==> src/rtl/irq_group_pkg.sv <==
package irq_group_pkg;
  localparam int unsigned DW = 32;
  localparam int unsigned NGRP = 3;
  typedef enum logic [1:0] {GRP_TX = 2'd0, GRP_RX = 2'd1, GRP_ERR = 2'd2} grp_e;
  localparam logic [DW-1:0] DEF_TX_MASK  = 32'h0000_00FF;
  localparam logic [DW-1:0] DEF_RX_MASK  = 32'h0000_FF00;
  localparam logic [DW-1:0] DEF_ERR_MASK = 32'h80FF_0000;
endpackage

==> src/rtl/irq_evt_reg.sv <==
module irq_evt_reg #(
  parameter int unsigned DW = 32
) (
  input  logic          clk_i,
  input  logic          rst_ni,
  input  logic [DW-1:0] set_i,
  input  logic          clr_we_i,
  input  logic [DW-1:0] clr_i,
  output logic [DW-1:0] q_o
);
  logic [DW-1:0] clr_eff;
  // set has priority over a same-cycle clear
  assign clr_eff = clr_we_i ? (clr_i & ~set_i) : '0;

  always_ff @(posedge clk_i or negedge rst_ni) begin
    if (!rst_ni) q_o <= '0;
    else         q_o <= (q_o & ~clr_eff) | set_i;
  end
endmodule

==> src/rtl/irq_mask_reg.sv <==
module irq_mask_reg #(
  parameter int unsigned DW = 32
) (
  input  logic          clk_i,
  input  logic          rst_ni,
  input  logic          we_i,
  input  logic [DW-1:0] d_i,
  output logic [DW-1:0] q_o
);
  always_ff @(posedge clk_i or negedge rst_ni) begin
    if (!rst_ni)   q_o <= '0;
    else if (we_i) q_o <= d_i;
  end
endmodule

==> src/rtl/irq_grp_reduce.sv <==
module irq_grp_reduce #(
  parameter int unsigned DW = 32,
  parameter int unsigned NGRP = 3,
  parameter logic [NGRP*DW-1:0] GRP_MASKS = '0
) (
  input  logic            clk_i,
  input  logic            rst_ni,
  input  logic [DW-1:0]   active_i,
  output logic [NGRP-1:0] irq_o
);
  logic [NGRP-1:0] irq_d;

  for (genvar g = 0; g < NGRP; g++) begin : g_grp
    localparam logic [DW-1:0] GM = GRP_MASKS[g*DW +: DW];
    assign irq_d[g] = |(active_i & GM);
  end

  always_ff @(posedge clk_i or negedge rst_ni) begin
    if (!rst_ni) irq_o <= '0;
    else         irq_o <= irq_d;
  end
endmodule

==> src/rtl/irq_group_agg.sv <==
module irq_group_agg
  import irq_group_pkg::*;
#(
  parameter logic [31:0] TX_MASK  = DEF_TX_MASK,
  parameter logic [31:0] RX_MASK  = DEF_RX_MASK,
  parameter logic [31:0] ERR_MASK = DEF_ERR_MASK
) (
  input  logic        clk_i,
  input  logic        rst_ni,
  input  logic [31:0] evt_set_i,
  input  logic        reg_we_i,
  input  logic        reg_addr_i,
  input  logic [31:0] reg_wdata_i,
  output logic [31:0] reg_rdata_o,
  output logic        irq_tx_o,
  output logic        irq_rx_o,
  output logic        irq_err_o
);
  localparam logic [NGRP*DW-1:0] GRP_MASKS = {ERR_MASK, RX_MASK, TX_MASK};

  logic [DW-1:0]   evt_q, msk_q, active;
  logic [NGRP-1:0] irq_q;

  irq_evt_reg #(.DW(DW)) u_evt (
    .clk_i, .rst_ni,
    .set_i    (evt_set_i),
    .clr_we_i (reg_we_i && !reg_addr_i),
    .clr_i    (reg_wdata_i),
    .q_o      (evt_q)
  );

  irq_mask_reg #(.DW(DW)) u_msk (
    .clk_i, .rst_ni,
    .we_i (reg_we_i && reg_addr_i),
    .d_i  (reg_wdata_i),
    .q_o  (msk_q)
  );

  assign active = evt_q & msk_q;

  irq_grp_reduce #(.DW(DW), .NGRP(NGRP), .GRP_MASKS(GRP_MASKS)) u_red (
    .clk_i, .rst_ni,
    .active_i (active),
    .irq_o    (irq_q)
  );

  assign reg_rdata_o = reg_addr_i ? msk_q : evt_q;
  assign irq_tx_o  = irq_q[GRP_TX];
  assign irq_rx_o  = irq_q[GRP_RX];
  assign irq_err_o = irq_q[GRP_ERR];
endmodule

==> config.mk <==
export PLATFORM = sky130hd
export DESIGN_NAME = irq_group_agg
export DESIGN_NICKNAME = d
export VERILOG_FILES = /design/src/rtl/irq_group_pkg.sv /design/src/rtl/irq_evt_reg.sv /design/src/rtl/irq_mask_reg.sv /design/src/rtl/irq_grp_reduce.sv /design/src/rtl/irq_group_agg.sv
export SDC_FILE = /design/constraint.sdc
export NUM_CORES = 1
export LEC_CHECK = 0
export BUFFER_PORTS_ARGS = -buffer_cell sky130_fd_sc_hd__buf_2
export CORE_UTILIZATION = 50
export CTS_BUF_LIST = sky130_fd_sc_hd__clkbuf_8
export DETAILED_ROUTE_END_ITERATION = 10
export HOLD_SLACK_MARGIN = 0.05
export PLACE_DENSITY = 0.89
export SLEW_MARGIN = 20
export SYNTH_ARGS = -nofsm -noshare
export SYNTH_HDL_FRONTEND = slang
export SYNTH_SLANG_ARGS = --single-unit
==> constraint.sdc <==
create_clock -name clk_i -period 1.8 [get_ports clk_i]
set_input_delay 0.18 -clock clk_i [delete_from_list [all_inputs] [get_ports clk_i]]
set_output_delay 0.18 -clock clk_i [all_outputs]
set_load 0.005 [all_outputs]
==> results.sh, run 1 <==
export IMPL_cell_pwr_density_mw_per_mm2=859
export IMPL_antenna_cells=0
export IMPL_clock_tree_htree_level_count=3
export IMPL_reg2regPathDepth=3
export IMPL_synth_seq_area_share_pct=56.9
export IMPL_tritoncts_sink_count=67
export IMPL_totalNegativeSetupSlack_ps=0
export IMPL_start_util_pct=52.5
export IMPL_pin_count_of_the_biggest_net_entering_global_routing=68
export IMPL_routed_wire_length_per_instance_um=14.9
export IMPL_critical_path_endpoint_type="output port"
export IMPL_grt_antenna_before_repair=0
export IMPL_power_static_leakage_nw=1.77
export IMPL_worst_setup_path_type="in -> out"
export IMPL_core_area_mm2=0.00561
export IMPL_synth_area_leader_cell="sky130_fd_sc_hd__dfrtp_1"
export IMPL_die_h_um=78.8
export IMPL_final_period_utilization_pct=76.8
export IMPL_ios=103
export IMPL_timing_fmax_ghz=0.723
export IMPL_pins_over_their_slew_limit=0
export IMPL_gp_congestion=0.819
export IMPL_cts_tree="built"
export IMPL_cp_data_arrival_time_ps=1200
export IMPL_vdd_drop_max_mv=0.564
export IMPL_cts_root_to_sink_buffers=2
export IMPL_post_route_ant_nets=0
export IMPL_placementRows=27
export IMPL_largest_cells_by_area_after_synthesis="sky130_fd_sc_hd__dfrtp_1 57%, sky130_fd_sc_hd__mux2_2 24%, sky130_fd_sc_hd__a21o_1 8.2%, sky130_fd_sc_hd__nand2_1 4.1%, sky130_fd_sc_hd__a22oi_1 2.3%"
export IMPL_floorplan_die_area_mm2=0.00620
export IMPL_drive_above_1_share_pct=50.7
export IMPL_cp_required_ps=1620
export IMPL_netlist_instances=223
export IMPL_clock_insertion_delay_worst_skew_ps=340
export IMPL_synthesis_nets=291
export IMPL_timing_hold_ws_ps=83.2
export IMPL_rsz0062_at_grt="false"
export IMPL_groute_usage_overall_pct=23.0
export IMPL_clock_skew_final_ps=11.5
export IMPL_layout_nets=432
export IMPL_cts_repair_resize_count=0
export IMPL_dr_pass1_iters=4
export IMPL_total_switching_power_uw=893
export IMPL_grt_met1_usage_pct=26.6
export IMPL_most_crowded_layer_after_global_routing="met2"
export IMPL_p_seq_share_pct=50.2
export IMPL_syn_area_per_cell_um2=13.2
export IMPL_hold_path_class="in -> reg"
export IMPL_place_hpwl_um=4470
export IMPL_synthesis_yosys_warnings=0
export IMPL_post_drt_via_cell_ratio=5.11
export IMPL_drv_max_cap_violation_count=0
export IMPL_via_count_of_the_first_global_routing_pass=2331
export IMPL_yosysUniqueCellTypes=15
export IMPL_worstSetupStartpointType="input pin"
export IMPL_drt_total_wl_um=6580
export IMPL_clockRootBuffer="sky130_fd_sc_hd__clkbuf_8"
export IMPL_timing_hold_worst_path_depth=2
export IMPL_timing_worst_slew_pin_value_ps=360
export IMPL_cts_reportedPaths_clkPinSlew_ps=70
export IMPL_report_final_setup_viol=0
export IMPL_global_route_usage_met2_pct=40.1
export IMPL_internal_power_mw=2.60
export IMPL_yosys_top_cell_area_share_pct=56.9
export IMPL_worst_path_max_fanout=14
export IMPL_comb_power_share_pct=17.9
export IMPL_vias=2252
export IMPL_globalRouteMet3Util_pct=5.98
export IMPL_globalRouteOverflowTotal=0
export IMPL_outcome="finished, final reports clean"
export IMPL_power_clock_fraction_pct=31.8
export IMPL_detail_route_iter0_violations=136
export IMPL_chip_width_um=78.8
export IMPL_io_buffers=102
export IMPL_slew_headroom_pct=75.9
export IMPL_flow_area_growth_from_synthesis_pct=38.1
export IMPL_cts_post_setup_buffers_inserted=0
export IMPL_tritoncts_num_buffers=9
export IMPL_switching_share_pct=25.6
export IMPL_yosys_register_bits=67
export IMPL_remaining_drc_errors=0
export IMPL_post_synth_instance_area_mm2=0.00295
export IMPL_grt_first_pass_wirelength_um=10700
export IMPL_post_route_min_period_ps=1380
export IMPL_hold_viol_final=0
[repair_timing]
item	CTS	global route
setup endpoints to repair	0	0
hold endpoints to repair	99	0
hold buffers	33	0
[synth_stat cells (all sizes together)]
| master | n |
|---|---|
| a21o | 32 |
| a221oi | 1 |
| a222oi | 1 |
| a22o | 1 |
| a22oi | 9 |
| buf | 11 |
| dfrtp | 67 |
| mux2 | 64 |
| nand2 | 33 |
| nand3 | 1 |
| nand4 | 2 |
| nor2b | 1 |
[sequential cells by signal, summed over array words and instances, names as in the netlist]
signal,flops
u_red.irq_o,3
u_msk.q_o,32
u_evt.q_o,32
[final cells by class]
cell class	instances	area, um2
timing repair buffer	141	911
fill	387	1540
sequential	67	1680
clock inverter	5	28.8
clock buffer	11	151
tap	72	90.1
multi-input combinational	145	1210
[routing by layer]
layer / vias to the layer above / wire length (um)
li1: 1084 / -
met1: 1078 / 2820
met2: 75 / 3280
met3: 15 / 352
met4: 0 / 123
met5: - / 0
[worst max-delay path: stages]
cell and delay [ps]:
sky130_fd_sc_hd__buf_2 230, sky130_fd_sc_hd__buf_4 290, sky130_fd_sc_hd__mux2_2 370, sky130_fd_sc_hd__buf_2 130
[cells in the final DEF, fill, tap and decap left out, types with 4 or more instances in the layout]
cell and instances:
sky130_fd_sc_hd__clkbuf_8 11, sky130_fd_sc_hd__dlygate4sd3_1 33, sky130_fd_sc_hd__mux2_2 62, sky130_fd_sc_hd__a22oi_1 9
sky130_fd_sc_hd__a21o_1 32, sky130_fd_sc_hd__nand2_1 32, sky130_fd_sc_hd__buf_4 4, sky130_fd_sc_hd__dfrtp_1 67
sky130_fd_sc_hd__buf_2 102
[power groups by stage]
| stage | clock network [mW] | logic (mW) | registers (mW) |
|---|---|---|---|
| floorplan | 0 | 0.327 | 1.74 |
| global placement | 0 | 0.556 | 1.77 |
| detailed placement | 0 | 0.573 | 1.78 |
| CTS | 1.14 | 0.631 | 1.75 |
| global route | 1.20 | 0.687 | 1.77 |
| finish | 1.11 | 0.627 | 1.76 |
[path summary, 6_finish.rpt]
kind	from	endpoint	slack [ps]
hold / removal	reg_wdata_i[4]	u_msk.q_o[4]	80
max in group asynchronous	rst_ni	u_evt.q_o[14]	1130
setup / recovery	reg_addr_i	reg_rdata_o[23]	420
min in group asynchronous	rst_ni	u_msk.q_o[30]	400
hold reg to reg	u_evt.q_o[25]	u_evt.q_o[25]	480
setup reg to reg	u_msk.q_o[21]	u_red.irq_o[2]	600
[stage by stage]
| stage | power (mW) | instance area, um2 | cells | setup WS, ps | util [%] |
|---|---|---|---|---|---|
| after floorplan | 2.07 | 2950 | 223 | 724 | - |
| after global placement | 2.32 | 3560 | 392 | 427 | 63.4 |
| after detailed placement | 2.35 | 3560 | 392 | 410 | 63.4 |
| after CTS | 3.52 | 4070 | 441 | 412 | 72.5 |
| after global routing | 3.66 | 4070 | 441 | 384 | 72.5 |
| final | 3.49 | 4070 | 441 | 417 | 72.5 |
[logic make-up (layout without fill, tap and decap cells)]
family | after synthesis | in the layout | share of synthesized area [%]
compound gates | 44 | 44 | 11.4
buf+inv | 11 | 157 | 2.12
flops | 67 | 67 | 56.9
mux | 64 | 64 | 24.5
simple gates | 37 | 37 | 5.10
Note: power is estimated with default switching activity, not from simulation.
==> run 2, diff against run 1 <==
Settings changed: CORE_UTILIZATION 50 to 46, PLACE_DENSITY 0.89 to 0.86.
Clock period 1.8 ns to 1.2 ns, I/O delays scaled along.
==> results.sh, run 2 (synthesis gave the netlist of run 1 again) <==
export IMPL_gp_congestion=0.754
export IMPL_placementRows=28
export IMPL_clock_tree_htree_level_count=3
export IMPL_clock_insertion_delay_worst_skew_ps=350
export IMPL_mostFrequentLayoutCell="sky130_fd_sc_hd__buf_2"
export IMPL_io_buffers=102
export IMPL_worstSetupStartpointType="register"
export IMPL_clock_skew_final_ps=10.5
export IMPL_pins_over_their_slew_limit=0
export IMPL_power_static_leakage_nw=2.39
export IMPL_critical_path_endpoint_type="register"
export IMPL_post_route_ant_nets=0
export IMPL_vdd_drop_max_mv=0.844
export IMPL_report_final_setup_viol=33
export IMPL_cts_reportedPaths_clkPinSlew_ps=80
export IMPL_outcome="finished, violations left"
export IMPL_grt_antenna_before_repair=0
export IMPL_ios=103
export IMPL_detail_route_iter0_violations=145
export IMPL_cts_tree="built"
export IMPL_groute_usage_overall_pct=30.8
export IMPL_drv_max_cap_violation_count=0
export IMPL_floorplan_die_area_mm2=0.00673
export IMPL_placement_setup_worst_slack_ps=56.1
export IMPL_clockRootBuffer="sky130_fd_sc_hd__clkbuf_8"
export IMPL_rsz0062_at_grt="true"
export IMPL_pin_count_of_the_biggest_net_entering_global_routing=38
export IMPL_drive_above_1_share_pct=54.0
export IMPL_tritoncts_num_buffers=9
export IMPL_failing_checks="setup timing"
export IMPL_start_util_pct=48.6
export IMPL_drt_total_wl_um=10600
export IMPL_via_count_of_the_first_global_routing_pass=3156
export IMPL_post_drt_via_cell_ratio=5.43
export IMPL_totalNegativeSetupSlack_ps=-1800
export IMPL_mostFrequentLayoutCells="75 x sky130_fd_sc_hd__buf_2, 67 x sky130_fd_sc_hd__dfrtp_1, 65 x sky130_fd_sc_hd__dlygate4sd3_1, 65 x sky130_fd_sc_hd__buf_4, 38 x sky130_fd_sc_hd__mux2_2"
export IMPL_dr_pass1_iters=4
export IMPL_tritoncts_sink_count=67
export IMPL_fillCellCount=299
export IMPL_remaining_drc_errors=0
export IMPL_routed_wire_length_per_instance_um=19.6
export IMPL_post_layout_total_power_mw=6.20
export IMPL_core_area_mm2=0.00606
export IMPL_worst_path_max_fanout=2
export IMPL_slew_headroom_pct=67.9
export IMPL_grt_first_pass_wirelength_um=14700
export IMPL_timing_worst_slew_pin_value_ps=481
export IMPL_flow_area_growth_from_synthesis_pct=74.7
export IMPL_cts_root_to_sink_buffers=2
export IMPL_cell_pwr_density_mw_per_mm2=1200
export IMPL_timing_fmax_ghz=0.776
export IMPL_reg_largest_list="u_evt.q_o: 32 flops, u_msk.q_o: 32 flops, u_red.irq_o: 3 flops"
export IMPL_die_h_um=82.0
export IMPL_cp_required_ps=1420
export IMPL_timing_hold_ws_ps=321
export IMPL_layout_setup_ws_ps=-89.0
export IMPL_hold_path_class="in -> reg"
export IMPL_cp_data_arrival_time_ps=1510
export IMPL_layout_nets=526
export IMPL_place_hpwl_um=4730
export IMPL_vias=2924
export IMPL_post_route_min_period_ps=1290
export IMPL_hold_viol_final=0
export IMPL_antenna_cells=0
export IMPL_globalRouteOverflowTotal=0
export IMPL_final_period_utilization_pct=107
export IMPL_worst_setup_path_type="reg -> reg"
export IMPL_chip_width_um=82.0
[run 2: power breakdown]
group / switching, mW / total, mW / internal (mW)
Sequential: 0.142 / 2.62 / 2.47
Clock: 0.903 / 1.90 / 0.999
Combinational: 0.606 / 1.68 / 1.07
[run 2: layer usage]
| layer | GRT usage [%] | vias up | wire [um] |
|---|---|---|---|
| met5 | 0 | - | 0 |
| li1 | - | 1272 | - |
| met2 | 58.9 | 153 | 5880 |
| met3 | 6.11 | 47 | 647 |
| met1 | 29.5 | 1452 | 3640 |
| met4 | 19.6 | 0 | 406 |
[run 2: metrics by stage]
stage,std cells,area [um2],util (%)
final,538,5150,84.9
after global routing,538,5150,84.9
after CTS,526,4940,81.5
after detailed placement,398,3590,59.3
after global placement,398,3590,59.3
after floorplan,223,2950,-
[run 2: worst max-delay path, stage by stage (launching register included)]
cell	delay, ps
sky130_fd_sc_hd__dfrtp_1	400
sky130_fd_sc_hd__buf_4	140
sky130_fd_sc_hd__a22o_1	240
sky130_fd_sc_hd__a221oi_1	270
sky130_fd_sc_hd__nand3_1	120
[run 2: worst paths after layout]
| path | from | endpoint | slack (ps) | cells past startpoint |
|---|---|---|---|---|
| worst max-delay path | u_msk.q_o[21] | u_red.irq_o[2] | -90 | 4 |
| worst min-delay path | reg_we_i | u_msk.q_o[30] | 320 | 3 |
| worst max register to register | u_msk.q_o[21] | u_red.irq_o[2] | -90 | 4 |
| worst min register to register | u_evt.q_o[29] | u_evt.q_o[29] | 510 | 1 |
| max in group asynchronous | rst_ni | u_evt.q_o[16] | 470 | 3 |
| min in group asynchronous | rst_ni | u_evt.q_o[30] | 360 | 3 |
[run 2: area by class of cell]
type / instances / area, um2 / share of cell area, %
Timing Repair Buffer: 235 / 1880 / 36.5
Sequential cell: 67 / 1680 / 32.6
Multi-Input combinational cell: 145 / 1300 / 25.3
Clock buffer: 10 / 138 / 2.67
Tap cell: 75 / 93.8 / 1.82
Clock inverter: 6 / 56.3 / 1.09
[run 2: timing repair]
item                                    CTS  global route
endpoints found under the setup margin   32            33
hold buffers                             65             0
hold endpoints to repair                131             0
resized for setup                        30            22
setup buffers                            47            12
